## src/rtl/sramsw_pkg.sv

```systemverilog
package sramsw_pkg;
    parameter int unsigned AW    = 18;
    parameter int unsigned DW    = 16;
    parameter int unsigned NBANK = 2;

    typedef struct packed {
        logic          en;
        logic          wr;
        logic [AW-1:0] addr;
        logic [DW-1:0] wdata;
    } sram_req_t;
endpackage

```

## src/rtl/sramsw_swap_ctrl.sv

```systemverilog
module sramsw_swap_ctrl (
    input  logic clk,
    input  logic rst_n,
    input  logic swap_req_i,
    input  logic frame_edge_i,
    input  logic mcu_idle_i,
    output logic sel_o,
    output logic done_o
);
    typedef struct packed {
        logic sel;
        logic done;
    } swap_st_t;

    swap_st_t s_d, s_q;
    logic     fire;

    always_comb begin
        fire   = swap_req_i && frame_edge_i && mcu_idle_i && !s_q.done;
        s_d    = s_q;
        s_d.sel  = s_q.sel ^ fire;
        s_d.done = fire;
    end

    always_ff @(posedge clk or negedge rst_n) begin
        if (!rst_n) begin
            s_q.sel  <= 1'b1;
            s_q.done <= 1'b0;
        end else begin
            s_q <= s_d;
        end
    end

    assign sel_o  = s_q.sel;
    assign done_o = s_q.done;

    AST_SWAP_FLIPS: assert property (@(posedge clk) disable iff (!rst_n)
        s_q.done |-> (s_q.sel != $past(s_q.sel)));
    AST_SWAP_NEEDS_EDGE: assert property (@(posedge clk) disable iff (!rst_n)
        (s_q.sel != $past(s_q.sel)) |-> ($past(frame_edge_i) && $past(mcu_idle_i)));
endmodule

```

## src/rtl/sramsw_bank_port.sv

```systemverilog
module sramsw_bank_port
    import sramsw_pkg::*;
(
    input  logic          clk,
    input  logic          rst_n,
    input  sram_req_t     req_i,
    input  logic          req_mcu_i,
    output logic          ce_n_o,
    output logic          we_n_o,
    output logic          oe_n_o,
    output logic          dq_oe_o,
    output logic [AW-1:0] addr_o,
    output logic [DW-1:0] dq_o,
    output logic          rd_fire_o,
    output logic          rd_mcu_o,
    output logic          mcu_busy_o
);
    typedef struct packed {
        logic          ce_n;
        logic          we_n;
        logic          oe_n;
        logic          dq_oe;
        logic          tag_mcu;
        logic          hold_v;
        logic          hold_mcu;
        logic [AW-1:0] addr;
        logic [DW-1:0] wdata;
        sram_req_t     hold;
    } bank_st_t;

    bank_st_t  s_d, s_q;
    sram_req_t pick;
    logic      pick_mcu;
    logic      go;

    always_comb begin
        s_d       = s_q;
        s_d.ce_n  = 1'b1;
        s_d.we_n  = 1'b1;
        s_d.oe_n  = 1'b1;
        s_d.dq_oe = 1'b0;
        go        = 1'b0;
        pick      = req_i;
        pick_mcu  = req_mcu_i;
        if (s_q.hold_v) begin
            // issue the deferred write, drop whatever arrives now
            go         = 1'b1;
            pick       = s_q.hold;
            pick_mcu   = s_q.hold_mcu;
            s_d.hold_v = 1'b0;
        end else if (req_i.en && req_i.wr && !s_q.oe_n) begin
            // read on the pins now: idle one cycle before driving
            s_d.hold_v   = 1'b1;
            s_d.hold     = req_i;
            s_d.hold_mcu = req_mcu_i;
        end else begin
            go = req_i.en;
        end
        if (go && pick.en) begin
            s_d.ce_n    = 1'b0;
            s_d.we_n    = !pick.wr;
            s_d.oe_n    = pick.wr;
            s_d.dq_oe   = pick.wr;
            s_d.addr    = pick.addr;
            s_d.wdata   = pick.wdata;
            s_d.tag_mcu = pick_mcu;
        end
    end

    always_ff @(posedge clk or negedge rst_n) begin
        if (!rst_n) begin
            s_q      <= '0;
            s_q.ce_n <= 1'b1;
            s_q.we_n <= 1'b1;
            s_q.oe_n <= 1'b1;
        end else begin
            s_q <= s_d;
        end
    end

    assign ce_n_o     = s_q.ce_n;
    assign we_n_o     = s_q.we_n;
    assign oe_n_o     = s_q.oe_n;
    assign dq_oe_o    = s_q.dq_oe;
    assign addr_o     = s_q.addr;
    assign dq_o       = s_q.wdata;
    assign rd_fire_o  = !s_q.oe_n;
    assign rd_mcu_o   = s_q.tag_mcu;
    assign mcu_busy_o = (!s_q.ce_n && s_q.tag_mcu) || (s_q.hold_v && s_q.hold_mcu);

    AST_OE_DRIVE_EXCL: assert property (@(posedge clk) disable iff (!rst_n)
        !(s_q.dq_oe && !s_q.oe_n));
    AST_TURNAROUND: assert property (@(posedge clk) disable iff (!rst_n)
        !s_q.oe_n |=> !s_q.dq_oe);
    AST_DRIVE_ON_WRITE: assert property (@(posedge clk) disable iff (!rst_n)
        s_q.dq_oe |-> (!s_q.we_n && !s_q.ce_n));
endmodule

```

## src/rtl/sramsw_top.sv

```systemverilog
module sramsw_top
    import sramsw_pkg::*;
(
    input  logic                      clk,
    input  logic                      rst_n,
    input  logic                      mcu_en,
    input  logic                      mcu_wr,
    input  logic [AW-1:0]             mcu_addr,
    input  logic [DW-1:0]             mcu_wdata,
    output logic [DW-1:0]             mcu_rdata,
    output logic                      mcu_rvalid,
    input  logic                      vid_en,
    input  logic                      vid_wr,
    input  logic [AW-1:0]             vid_addr,
    input  logic [DW-1:0]             vid_wdata,
    output logic [DW-1:0]             vid_rdata,
    output logic                      vid_rvalid,
    input  logic                      swap_req,
    input  logic                      frame_edge,
    output logic                      swap_done,
    output logic                      mcu_bank,
    output logic [NBANK-1:0]          sram_ce_n,
    output logic [NBANK-1:0]          sram_we_n,
    output logic [NBANK-1:0]          sram_oe_n,
    output logic [NBANK-1:0]          sram_dq_oe,
    output logic [NBANK-1:0][AW-1:0]  sram_addr,
    output logic [NBANK-1:0][DW-1:0]  sram_dq_o,
    input  logic [NBANK-1:0][DW-1:0]  sram_dq_i
);
    typedef struct packed {
        logic [DW-1:0] mcu_rdata;
        logic          mcu_rvalid;
        logic [DW-1:0] vid_rdata;
        logic          vid_rvalid;
    } ret_st_t;

    sram_req_t        mcu_req, vid_req;
    logic [NBANK-1:0] rd_fire, rd_mcu, mcu_busy;
    logic             sel, mcu_idle;
    ret_st_t          r_d, r_q;

    assign mcu_req  = '{en: mcu_en, wr: mcu_wr, addr: mcu_addr, wdata: mcu_wdata};
    assign vid_req  = '{en: vid_en, wr: vid_wr, addr: vid_addr, wdata: vid_wdata};
    assign mcu_idle = !mcu_en && !(|mcu_busy);

    sramsw_swap_ctrl u_swap (
        .clk          (clk),
        .rst_n        (rst_n),
        .swap_req_i   (swap_req),
        .frame_edge_i (frame_edge),
        .mcu_idle_i   (mcu_idle),
        .sel_o        (sel),
        .done_o       (swap_done)
    );

    for (genvar b = 0; b < NBANK; b++) begin : g_bank
        logic own_mcu;
        assign own_mcu = (sel == b[0]);

        sramsw_bank_port u_port (
            .clk        (clk),
            .rst_n      (rst_n),
            .req_i      (own_mcu ? mcu_req : vid_req),
            .req_mcu_i  (own_mcu),
            .ce_n_o     (sram_ce_n[b]),
            .we_n_o     (sram_we_n[b]),
            .oe_n_o     (sram_oe_n[b]),
            .dq_oe_o    (sram_dq_oe[b]),
            .addr_o     (sram_addr[b]),
            .dq_o       (sram_dq_o[b]),
            .rd_fire_o  (rd_fire[b]),
            .rd_mcu_o   (rd_mcu[b]),
            .mcu_busy_o (mcu_busy[b])
        );
    end

    always_comb begin
        r_d            = r_q;
        r_d.mcu_rvalid = 1'b0;
        r_d.vid_rvalid = 1'b0;
        for (int b = 0; b < NBANK; b++) begin
            if (rd_fire[b]) begin
                if (rd_mcu[b]) begin
                    r_d.mcu_rvalid = 1'b1;
                    r_d.mcu_rdata  = sram_dq_i[b];
                end else begin
                    r_d.vid_rvalid = 1'b1;
                    r_d.vid_rdata  = sram_dq_i[b];
                end
            end
        end
    end

    always_ff @(posedge clk or negedge rst_n) begin
        if (!rst_n) r_q <= '0;
        else        r_q <= r_d;
    end

    assign mcu_rdata  = r_q.mcu_rdata;
    assign mcu_rvalid = r_q.mcu_rvalid;
    assign vid_rdata  = r_q.vid_rdata;
    assign vid_rvalid = r_q.vid_rvalid;
    assign mcu_bank   = sel;

    AST_SWAP_WHEN_IDLE: assert property (@(posedge clk) disable iff (!rst_n)
        swap_done |-> ($past(!mcu_en) && $past(swap_req)));
    AST_RVALID_AFTER_READ: assert property (@(posedge clk) disable iff (!rst_n)
        mcu_rvalid |-> $past(|(~sram_oe_n)));
endmodule

```

## config.mk

```make
export PLATFORM = sky130hd
export DESIGN_NAME = sramsw_top
export DESIGN_NICKNAME = d
export VERILOG_FILES = /design/src/rtl/sramsw_pkg.sv /design/src/rtl/sramsw_swap_ctrl.sv /design/src/rtl/sramsw_bank_port.sv /design/src/rtl/sramsw_top.sv
export SDC_FILE = /design/constraint.sdc
export NUM_CORES = 1
export LEC_CHECK = 0
export BUFFER_PORTS_ARGS = -buffer_cell sky130_fd_sc_hd__buf_4
export CORE_UTILIZATION = 45
export CTS_CLUSTER_DIAMETER = 60
export DETAILED_ROUTE_END_ITERATION = 12
export HOLD_SLACK_MARGIN = 0.06
export PLACE_DENSITY = 0.69
export SLEW_MARGIN = 20
export SYNTH_ARGS = -nofsm -noshare
export SYNTH_HDL_FRONTEND = slang
export SYNTH_SLANG_ARGS = --single-unit
```

## constraint.sdc

```tcl
create_clock -name clk -period 4.2 [get_ports clk]
set_clock_uncertainty 0.2 [all_clocks]
set_input_delay 0.42 -clock clk [delete_from_list [all_inputs] [get_ports clk]]
set_output_delay 0.42 -clock clk [all_outputs]
set_load 0.005 [all_outputs]
```

==> results of run 1 <==
-- timing repair --
item,CTS,global route
hold buffers,17,0
gates resized for setup,0,0
hold endpoints to repair,121,0
-- logic make-up (layout without fill, tap and decap cells) --
group | count (synthesis) | in the layout
AND/OR/NAND/NOR | 191 | 191
flip-flops | 190 | 190
AO/OA/AOI/OAI | 179 | 179
multiplexers | 178 | 178
buffers and inverters | 137 | 286
XOR/XNOR | 1 | 1
-- registers in the layout (all words and copies together), names as in the netlist --
| signal | count |
|---|---|
| g_bank.u_port.s_q | 76 |
| g_bank.u_port.dq_oe_o | 2 |
| g_bank.u_port.ce_n_o | 2 |
| g_bank.u_port.oe_n_o | 2 |
| vid_rvalid | 1 |
| g_bank.u_port.addr_o | 36 |
| vid_rdata | 16 |
| g_bank.u_port.rd_mcu_o | 2 |
| u_swap.sel_o | 1 |
| mcu_rvalid | 1 |
| g_bank.u_port.we_n_o | 2 |
| mcu_rdata | 16 |
| g_bank.u_port.dq_o | 32 |
| u_swap.done_o | 1 |
-- metrics by stage --
stage | setup slack, ns | instance area, um^2 | hold WS (ns) | util (%) | cells
6_report | 1.08 | 11200 | 0.0962 | 57.0 | 1290
5_1_grt | 0.900 | 11200 | 0.0961 | 57.0 | 1290
4_1_cts | 1.05 | 11200 | 0.0845 | 57.0 | 1290
3_5_place_dp | 1.05 | 10500 | 0.254 | 53.0 | 1241
3_3_place_gp | 1.11 | 10500 | 0.253 | 53.0 | 1241
2_1_floorplan | 1.84 | 9150 | -0.0756 | - | 876
-- final timing paths --
path,startpoint,end,slack (ns),depth (start not counted)
min,sram_dq_i[7],mcu_rdata[7]$_DFF_PN0_,0.1,3
max,u_swap.sel_o$_DFF_PN1_,g_bank[1].u_port.dq_o[9]$_DFFE_PN0P_,1.08,5
max in group asynchronous,rst_n,u_swap.sel_o$_DFF_PN1_,2.32,3
min reg2reg,g_bank[0].u_port.s_q[35]$_DFFE_PN0P_,g_bank[0].u_port.s_q[35]$_DFFE_PN0P_,0.27,1
min in group asynchronous,rst_n,g_bank[0].u_port.addr_o[11]$_DFFE_PN0P_,0.46,2
max reg2reg,u_swap.sel_o$_DFF_PN1_,g_bank[1].u_port.dq_o[9]$_DFFE_PN0P_,1.08,5
-- synthesized netlist by cell type --
| cell type | count |
|---|---|
| nor2_1 | 89 |
| buf_1 | 5 |
| o21ai_0 | 91 |
| nand2_1 | 88 |
| dfrtp_1 | 183 |
| nor2_2 | 2 |
| or2_2 | 6 |
| nor4_4 | 2 |
| a21o_1 | 2 |
| mux2i_1 | 104 |
| nand4bb_1 | 1 |
| buf_4 | 76 |
| inv_1 | 7 |
| nor3_1 | 1 |
| or3b_2 | 2 |
| a21oi_1 | 86 |
| dfstp_2 | 7 |
| buf_2 | 9 |
| xnor2_1 | 1 |
| mux2_2 | 16 |
| mux2_1 | 58 |
| clkbuf_1 | 40 |
-- metal layers --
layer  track usage [%]  up-vias
li1                  -     3186
met1              25.5     3028
met2              32.5      168
met3              5.66       16
met4              6.65        0
met5                 0        -
-- critical path, stage by stage (launching register included) --
cell     delay (ns)
dfstp_4        0.94
mux2i_1        0.24
mux2_2         0.36
nor2_4         0.63
buf_4          0.29
mux2_1         0.33
-- where the power goes --
group	switching (mW)	leakage (nW)	total, mW	internal [mW]
clock network	0.720	0.285	1.67	0.948
logic	1.53	2.58	3.30	1.76
registers	0.566	2.18	3.35	2.79
-- placed cells by master, fill, tap and decap left out --
master,synthesis,final
dfstp_2,7,6
dfrtp_1,183,181
clkbuf_1,40,1
dfstp_4,0,1
o21ai_0,91,91
dlygate4sd3_1,0,17
xnor2_1,1,1
nor2_4,0,5
bufinv_16,0,3
clkbuf_8,0,1
nand2_1,88,88
inv_1,7,7
mux2i_1,104,104
mux2_2,16,16
clkinvlp_4,0,4
clkbuf_16,0,17
mux2_1,58,58
nor4_4,2,2
or2_2,6,6
inv_6,0,6
or3b_2,2,2
nor2_1,89,86
nand4bb_1,1,1
a21oi_1,86,86
clkinv_2,0,1
dfrtp_2,0,2
a21o_1,2,2
nor3_1,1,1
buf_4,76,229
-- layout make-up --
class                   count  share of cell area, %
repair buffers            247                   16.9
inverters                   7                  0.234
flip-flops and latches    190                   42.4
clock inverters            14                   1.58
multi-input cells         549                   32.1
well taps                 265                   2.95
clock buffers              18                   3.82
==> flow_metrics.env, run 1 <==
export IMPL_grt_pass1_wl_um=31900
export IMPL_dr_wl_met3_um=1390
export IMPL_grt_pass1_vias=6271
export IMPL_postCtsSetupBuffers=0
export IMPL_ys_ff_latch=190
export IMPL_ios=220
export IMPL_root_buffer="clkbuf_16"
export IMPL_drt_iter0_markers=291
export IMPL_avgSynthCellArea_um2=10.4
export IMPL_die_w_um=145
export IMPL_hp_class="in2reg"
export IMPL_initial_core_util_pct=46.4
export IMPL_routed_via_density=4.96
export IMPL_critPathRequiredTime_ns=4.30
export IMPL_drc=0
export IMPL_setup_viol=0
export IMPL_power_density_nw_per_um2=740
export IMPL_antenna_found_initial=0
export IMPL_clk_latency_ns=0.42
export IMPL_grt_max_degree=99
export IMPL_n_antenna_cell=0
export IMPL_slew_headroom_pct=48.2
export IMPL_clock_sinks=190
export IMPL_cp_arrival_ns=3.22
export IMPL_cp_end_kind="flip-flop"
export IMPL_synth_cell_type_count=22
export IMPL_yosys_area_share_xor_xnor_pct=0.0957
export IMPL_cts_tree="yes"
export IMPL_worstMarginPinSlew_ns=0.778
export IMPL_clockBufferDepth=2
export IMPL_syn_to_final_growth_pct=22.9
export IMPL_multiInputGateArea_um2=3610
export IMPL_drv_slew=0
export IMPL_finalHoldViolCount=0
export IMPL_synth_area_leaders="dfrtp_1, mux2i_1, mux2_1, buf_4, o21ai_0"
export IMPL_peakVddDrop_v=0.000339
export IMPL_synth_top_family_by_area="multiplexers"
export IMPL_nets=1120
export IMPL_syn_inst=876
export IMPL_seq_area_frac_synth_pct=52.1
export IMPL_synth_compound_area_share_pct=9.85
export IMPL_fp_row_count=51
export IMPL_maxUsedRoutingLayer="met4"
export IMPL_drt_first_pass_iters=4
export IMPL_synth_warnings=0
export IMPL_htree_levels=4
export IMPL_syn_nets=984
export IMPL_crit_type="reg2reg"
export IMPL_seq_area_um2=4770
export IMPL_via_count=6398
export IMPL_numCtsBuffers=17
export IMPL_power_total_mw=8.32
export IMPL_rsz0062_at_grt="false"
export IMPL_synthAdderAreaFrac_pct=0
export IMPL_synth_simple_gate_area_share_pct=8.64
export IMPL_clk_pin_slew_worst_paths_ns=0.07
export IMPL_syn_cell_area_um2=9150
export IMPL_power_leakage_nw=5.05
export IMPL_grt_usage_pct=20.0
export IMPL_wl_um=20000
export IMPL_wl_met1_um=8740
export IMPL_ant_nets=0
export IMPL_outcome="finished, final reports clean"
export IMPL_synth_largest_area_cell="dfrtp_1"
export IMPL_hpwl_um=13900
export IMPL_worstSetupStartpointType="flip-flop"
export IMPL_drive_above_1_share_pct=29.4
export IMPL_wl_met2_um=9630
export IMPL_place_congestion=0.809
export IMPL_grt_ovfl_total=0
export IMPL_io_buffers=219
export IMPL_synth_mux_area_share_pct=20.5
export IMPL_wire_per_inst_um=15.5
export IMPL_min_period_ns=3.12
export IMPL_die_y_um=145
export IMPL_max_freq_ghz=0.321
export IMPL_max_cap_violations=0
export IMPL_post_route_period_util_pct=74.2
export IMPL_synth_top_area_share_pct=50.1
export IMPL_fill_cells=1710
export IMPL_setup_tns_ns=0
export IMPL_coreArea_um2=19700
export IMPL_die_area_um2=20900
export IMPL_cp_max_fo=36
No activity file was read; power rests on OpenSTA's default activity.
==> inputs of run 2 (changes only) <==
--- a/config.mk
+++ b/config.mk
@@ -5,12 +5,13 @@
 export SDC_FILE = /design/constraint.sdc
 export NUM_CORES = 1
 export LEC_CHECK = 0
+export ABC_AREA = 1
 export BUFFER_PORTS_ARGS = -buffer_cell sky130_fd_sc_hd__buf_4
 export CORE_UTILIZATION = 45
 export CTS_CLUSTER_DIAMETER = 60
 export DETAILED_ROUTE_END_ITERATION = 12
 export HOLD_SLACK_MARGIN = 0.06
-export PLACE_DENSITY = 0.69
+export PLACE_DENSITY = 0.68
 export SLEW_MARGIN = 20
 export SYNTH_ARGS = -nofsm -noshare
 export SYNTH_HDL_FRONTEND = slang
==> constraint.sdc (replaced) <==
create_clock -name clk -period 2.9 [get_ports clk]
set_clock_uncertainty 0.2 [all_clocks]
set_input_delay 0.29 -clock clk [delete_from_list [all_inputs] [get_ports clk]]
set_output_delay 0.29 -clock clk [all_outputs]
set_load 0.005 [all_outputs]
==> flow_metrics.env, run 2 <==
export IMPL_outcome="finished, final reports clean"
export IMPL_cp_arrival_ns=2.73
export IMPL_clkPwrFrac_pct=18.3
export IMPL_syn_to_final_growth_pct=24.3
export IMPL_post_route_period_util_pct=89.7
export IMPL_clock_sinks=190
export IMPL_root_buffer="clkbuf_16"
export IMPL_ant_nets=0
export IMPL_drv_slew=0
export IMPL_clk_pin_slew_worst_paths_ns=0.08
export IMPL_grt_max_degree=75
export IMPL_power_frac_comb_pct=46.0
export IMPL_ys_flop_type="dfrtp_1"
export IMPL_drt_first_pass_iters=5
export IMPL_via_count=9166
export IMPL_power_density_nw_per_um2=1050
export IMPL_numCtsBuffers=17
export IMPL_syn_cell_area_um2=10000
export IMPL_clk_latency_ns=0.44
export IMPL_wl_um=27100
export IMPL_r2r_start="g_bank[0].u_port.oe_n_o$_DFF_PN1_"
export IMPL_synth_edf_count=0
export IMPL_routed_via_density=4.99
export IMPL_avgSynthCellArea_um2=7.24
export IMPL_die_area_um2=22800
export IMPL_die_y_um=151
export IMPL_endpoint="mcu_rdata[15]$_DFF_PN0_"
export IMPL_synth_warnings=0
export IMPL_setup_viol=0
export IMPL_worstMarginPinSlew_ns=0.884
export IMPL_grt_pass1_wl_um=42300
export IMPL_largest_reg_flops=76
export IMPL_power_switching_mw=5.29
export IMPL_place_congestion=0.897
export IMPL_cts_tree="yes"
export IMPL_io_buffers=219
export IMPL_internal_power_mw=7.79
export IMPL_initial_core_util_pct=45.9
export IMPL_synth_simple_gate_area_share_pct=32.6
export IMPL_design_area_um2=12400
export IMPL_hp_class="in2reg"
export IMPL_die_w_um=151
export IMPL_n_antenna_cell=0
export IMPL_min_period_ns=2.60
export IMPL_final_util_pct=57.0
export IMPL_synthAdderAreaFrac_pct=0
export IMPL_peakVddDrop_v=0.000460
export IMPL_max_freq_ghz=0.384
export IMPL_finalHoldViolCount=0
export IMPL_regToRegSetupSlack_ns=0.30
export IMPL_stdcell_count=1838
export IMPL_grt_ovfl_total=0
export IMPL_wire_per_inst_um=14.8
export IMPL_critPathRequiredTime_ns=3.03
export IMPL_placed_area_um2=11300
export IMPL_drive_above_1_share_pct=18.6
export IMPL_synth_compound_area_share_pct=6.88
export IMPL_layout_commonest_cell="nand2_1"
export IMPL_reg2reg_to="mcu_rdata[15]$_DFF_PN0_"
export IMPL_synth_top_family_by_area="simple AND/OR/NAND/NOR gates"
export IMPL_worstSetupStartpointType="flip-flop"
export IMPL_synth_most_common_cell="nand2_1"
export IMPL_clockBufferDepth=2
export IMPL_switching_share_pct=40.5
export IMPL_max_cap_violations=0
export IMPL_nets=1653
export IMPL_top_register="g_bank.u_port.s_q"
export IMPL_layout_common_cells="nand2_1, buf_4, dfrtp_1"
export IMPL_drt_iter0_markers=578
export IMPL_critPathLaunch="g_bank[0].u_port.oe_n_o$_DFF_PN1_"
export IMPL_synth_cell_type_count=24
export IMPL_seq_area_frac_synth_pct=47.6
export IMPL_ios=220
export IMPL_antenna_found_initial=0
export IMPL_fp_row_count=54
export IMPL_synth_area_leaders="dfrtp_1, nand2_1, nand3_1, buf_4, o21ai_0"
export IMPL_syn_inst=1382
export IMPL_rsz0062_at_grt="false"
export IMPL_dp_cells=1752
export IMPL_grt_pass1_vias=8600
export IMPL_crit_type="reg2reg"
export IMPL_cp_max_fo=29
export IMPL_coreArea_um2=21800
export IMPL_slew_headroom_pct=40.9
export IMPL_ys_async_sr_fraction_pct=100
export IMPL_postCtsSetupBuffers=0
export IMPL_cp_end_kind="flip-flop"
export IMPL_reg2reg_depth=6
export IMPL_power_share_sequential_pct=35.7
export IMPL_hpwl_um=18900
export IMPL_grt_usage_pct=24.1
export IMPL_yosys_area_share_xor_xnor_pct=0
export IMPL_setup_tns_ns=0
export IMPL_ys_ff_latch=190
export IMPL_htree_levels=4
export IMPL_synth_common_cells="nand2_1, dfrtp_1, nand3_1, o21ai_0, inv_1"
export IMPL_synth_mux_area_share_pct=0
export IMPL_power_leakage_nw=6.92
export IMPL_synth_top_area_share_pct=45.7
export IMPL_syn_nets=1490
export IMPL_drc=0
export IMPL_synth_largest_area_cell="dfrtp_1"
run 2: cell count changes after synthesis, moves of 14 or more:
cell,before,now
a21oi_1,86,14
inv_1,7,96
mux2_1,58,0
mux2_2,16,0
mux2i_1,104,0
nand2_1,88,613
nand3_1,0,145
nor2_1,89,36
o21ai_0,91,105
run 2: power groups by stage:
stage / clock network (mW) / logic (mW) / registers, mW
4_1_cts: 2.44 / 6.08 / 4.67
3_5_place_dp: 0 / 5.74 / 4.70
2_1_floorplan: 0 / 4.18 / 4.54
6_report: 2.39 / 6.02 / 4.67
5_1_grt: 2.53 / 6.85 / 4.82
3_3_place_gp: 0 / 5.58 / 4.69
run 2: cells by family (layout without fill, tap and decap cells):
kind of cell / after synthesis / after routing
AND/OR/NAND/NOR: 805 / 805
AO/OA/AOI/OAI: 136 / 136
buffers and inverters: 251 / 427
flip-flops: 190 / 190
run 2: metrics by stage:
step / hold WS, ns / worst slack [ns] / power, mW
4_1_cts: 0.0613 / 0.358 / 13.2
5_1_grt: 0.0731 / 0.133 / 14.2
3_5_place_dp: 0.158 / 0.680 / 10.4
2_1_floorplan: -0.206 / 1.16 / 8.72
3_3_place_gp: 0.159 / 0.717 / 10.3
6_report: 0.0706 / 0.297 / 13.1
run 2: what timing repair did:
action / CTS / global route
hold buffers: 54 / 0
gates resized for setup: 0 / 0
endpoints found under the hold margin: 115 / 0
run 2: per-layer routing:
| metal | track usage, % | up-vias | part of all wire (%) |
|---|---|---|---|
| met2 | 41.1 | 304 | 50 |
| met4 | 8.75 | 0 | 2.6 |
| met3 | 3.98 | 45 | 6.0 |
| li1 | - | 4560 | - |
| met1 | 30.9 | 4257 | 42 |
| met5 | 0 | - | 0 |
run 2: layout make-up:
cell class,instances,area [um^2]
Tap cell,280,350
Sequential cell,190,4760
Fill cell,2040,9380
Multi-Input combinational cell,941,3950
Timing Repair Buffer,296,2400
Clock inverter,15,185
Inverter,99,372
Clock buffer,17,425
run 2: worst min path at each step:
stage | start | end | slack [ns] | cells after the start
2_1_floorplan | rst_n | g_bank[0].u_port.addr_o[0]$_DFFE_PN0P_ | -0.21 | 0
3_3_place_gp | rst_n | mcu_rdata[11]$_DFF_PN0_ | 0.16 | 1
3_5_place_dp | rst_n | mcu_rdata[11]$_DFF_PN0_ | 0.16 | 1
4_1_cts | vid_wdata[8] | g_bank[0].u_port.s_q[8]$_DFFE_PN0P_ | 0.06 | 5
5_1_grt | mcu_addr[5] | g_bank[0].u_port.s_q[21]$_DFFE_PN0P_ | 0.07 | 5
6_report | mcu_wdata[1] | g_bank[1].u_port.s_q[1]$_DFFE_PN0P_ | 0.07 | 5
run 2: worst max-delay path, cell delays in order, from the launching register on:
cell and delay [ns]:
dfstp_2 0.62, inv_1 0.09, nand2_1 0.66, nand2_1 0.10
o211ai_1 0.12, o21ai_0 0.14, dlygate4sd3_1 0.58
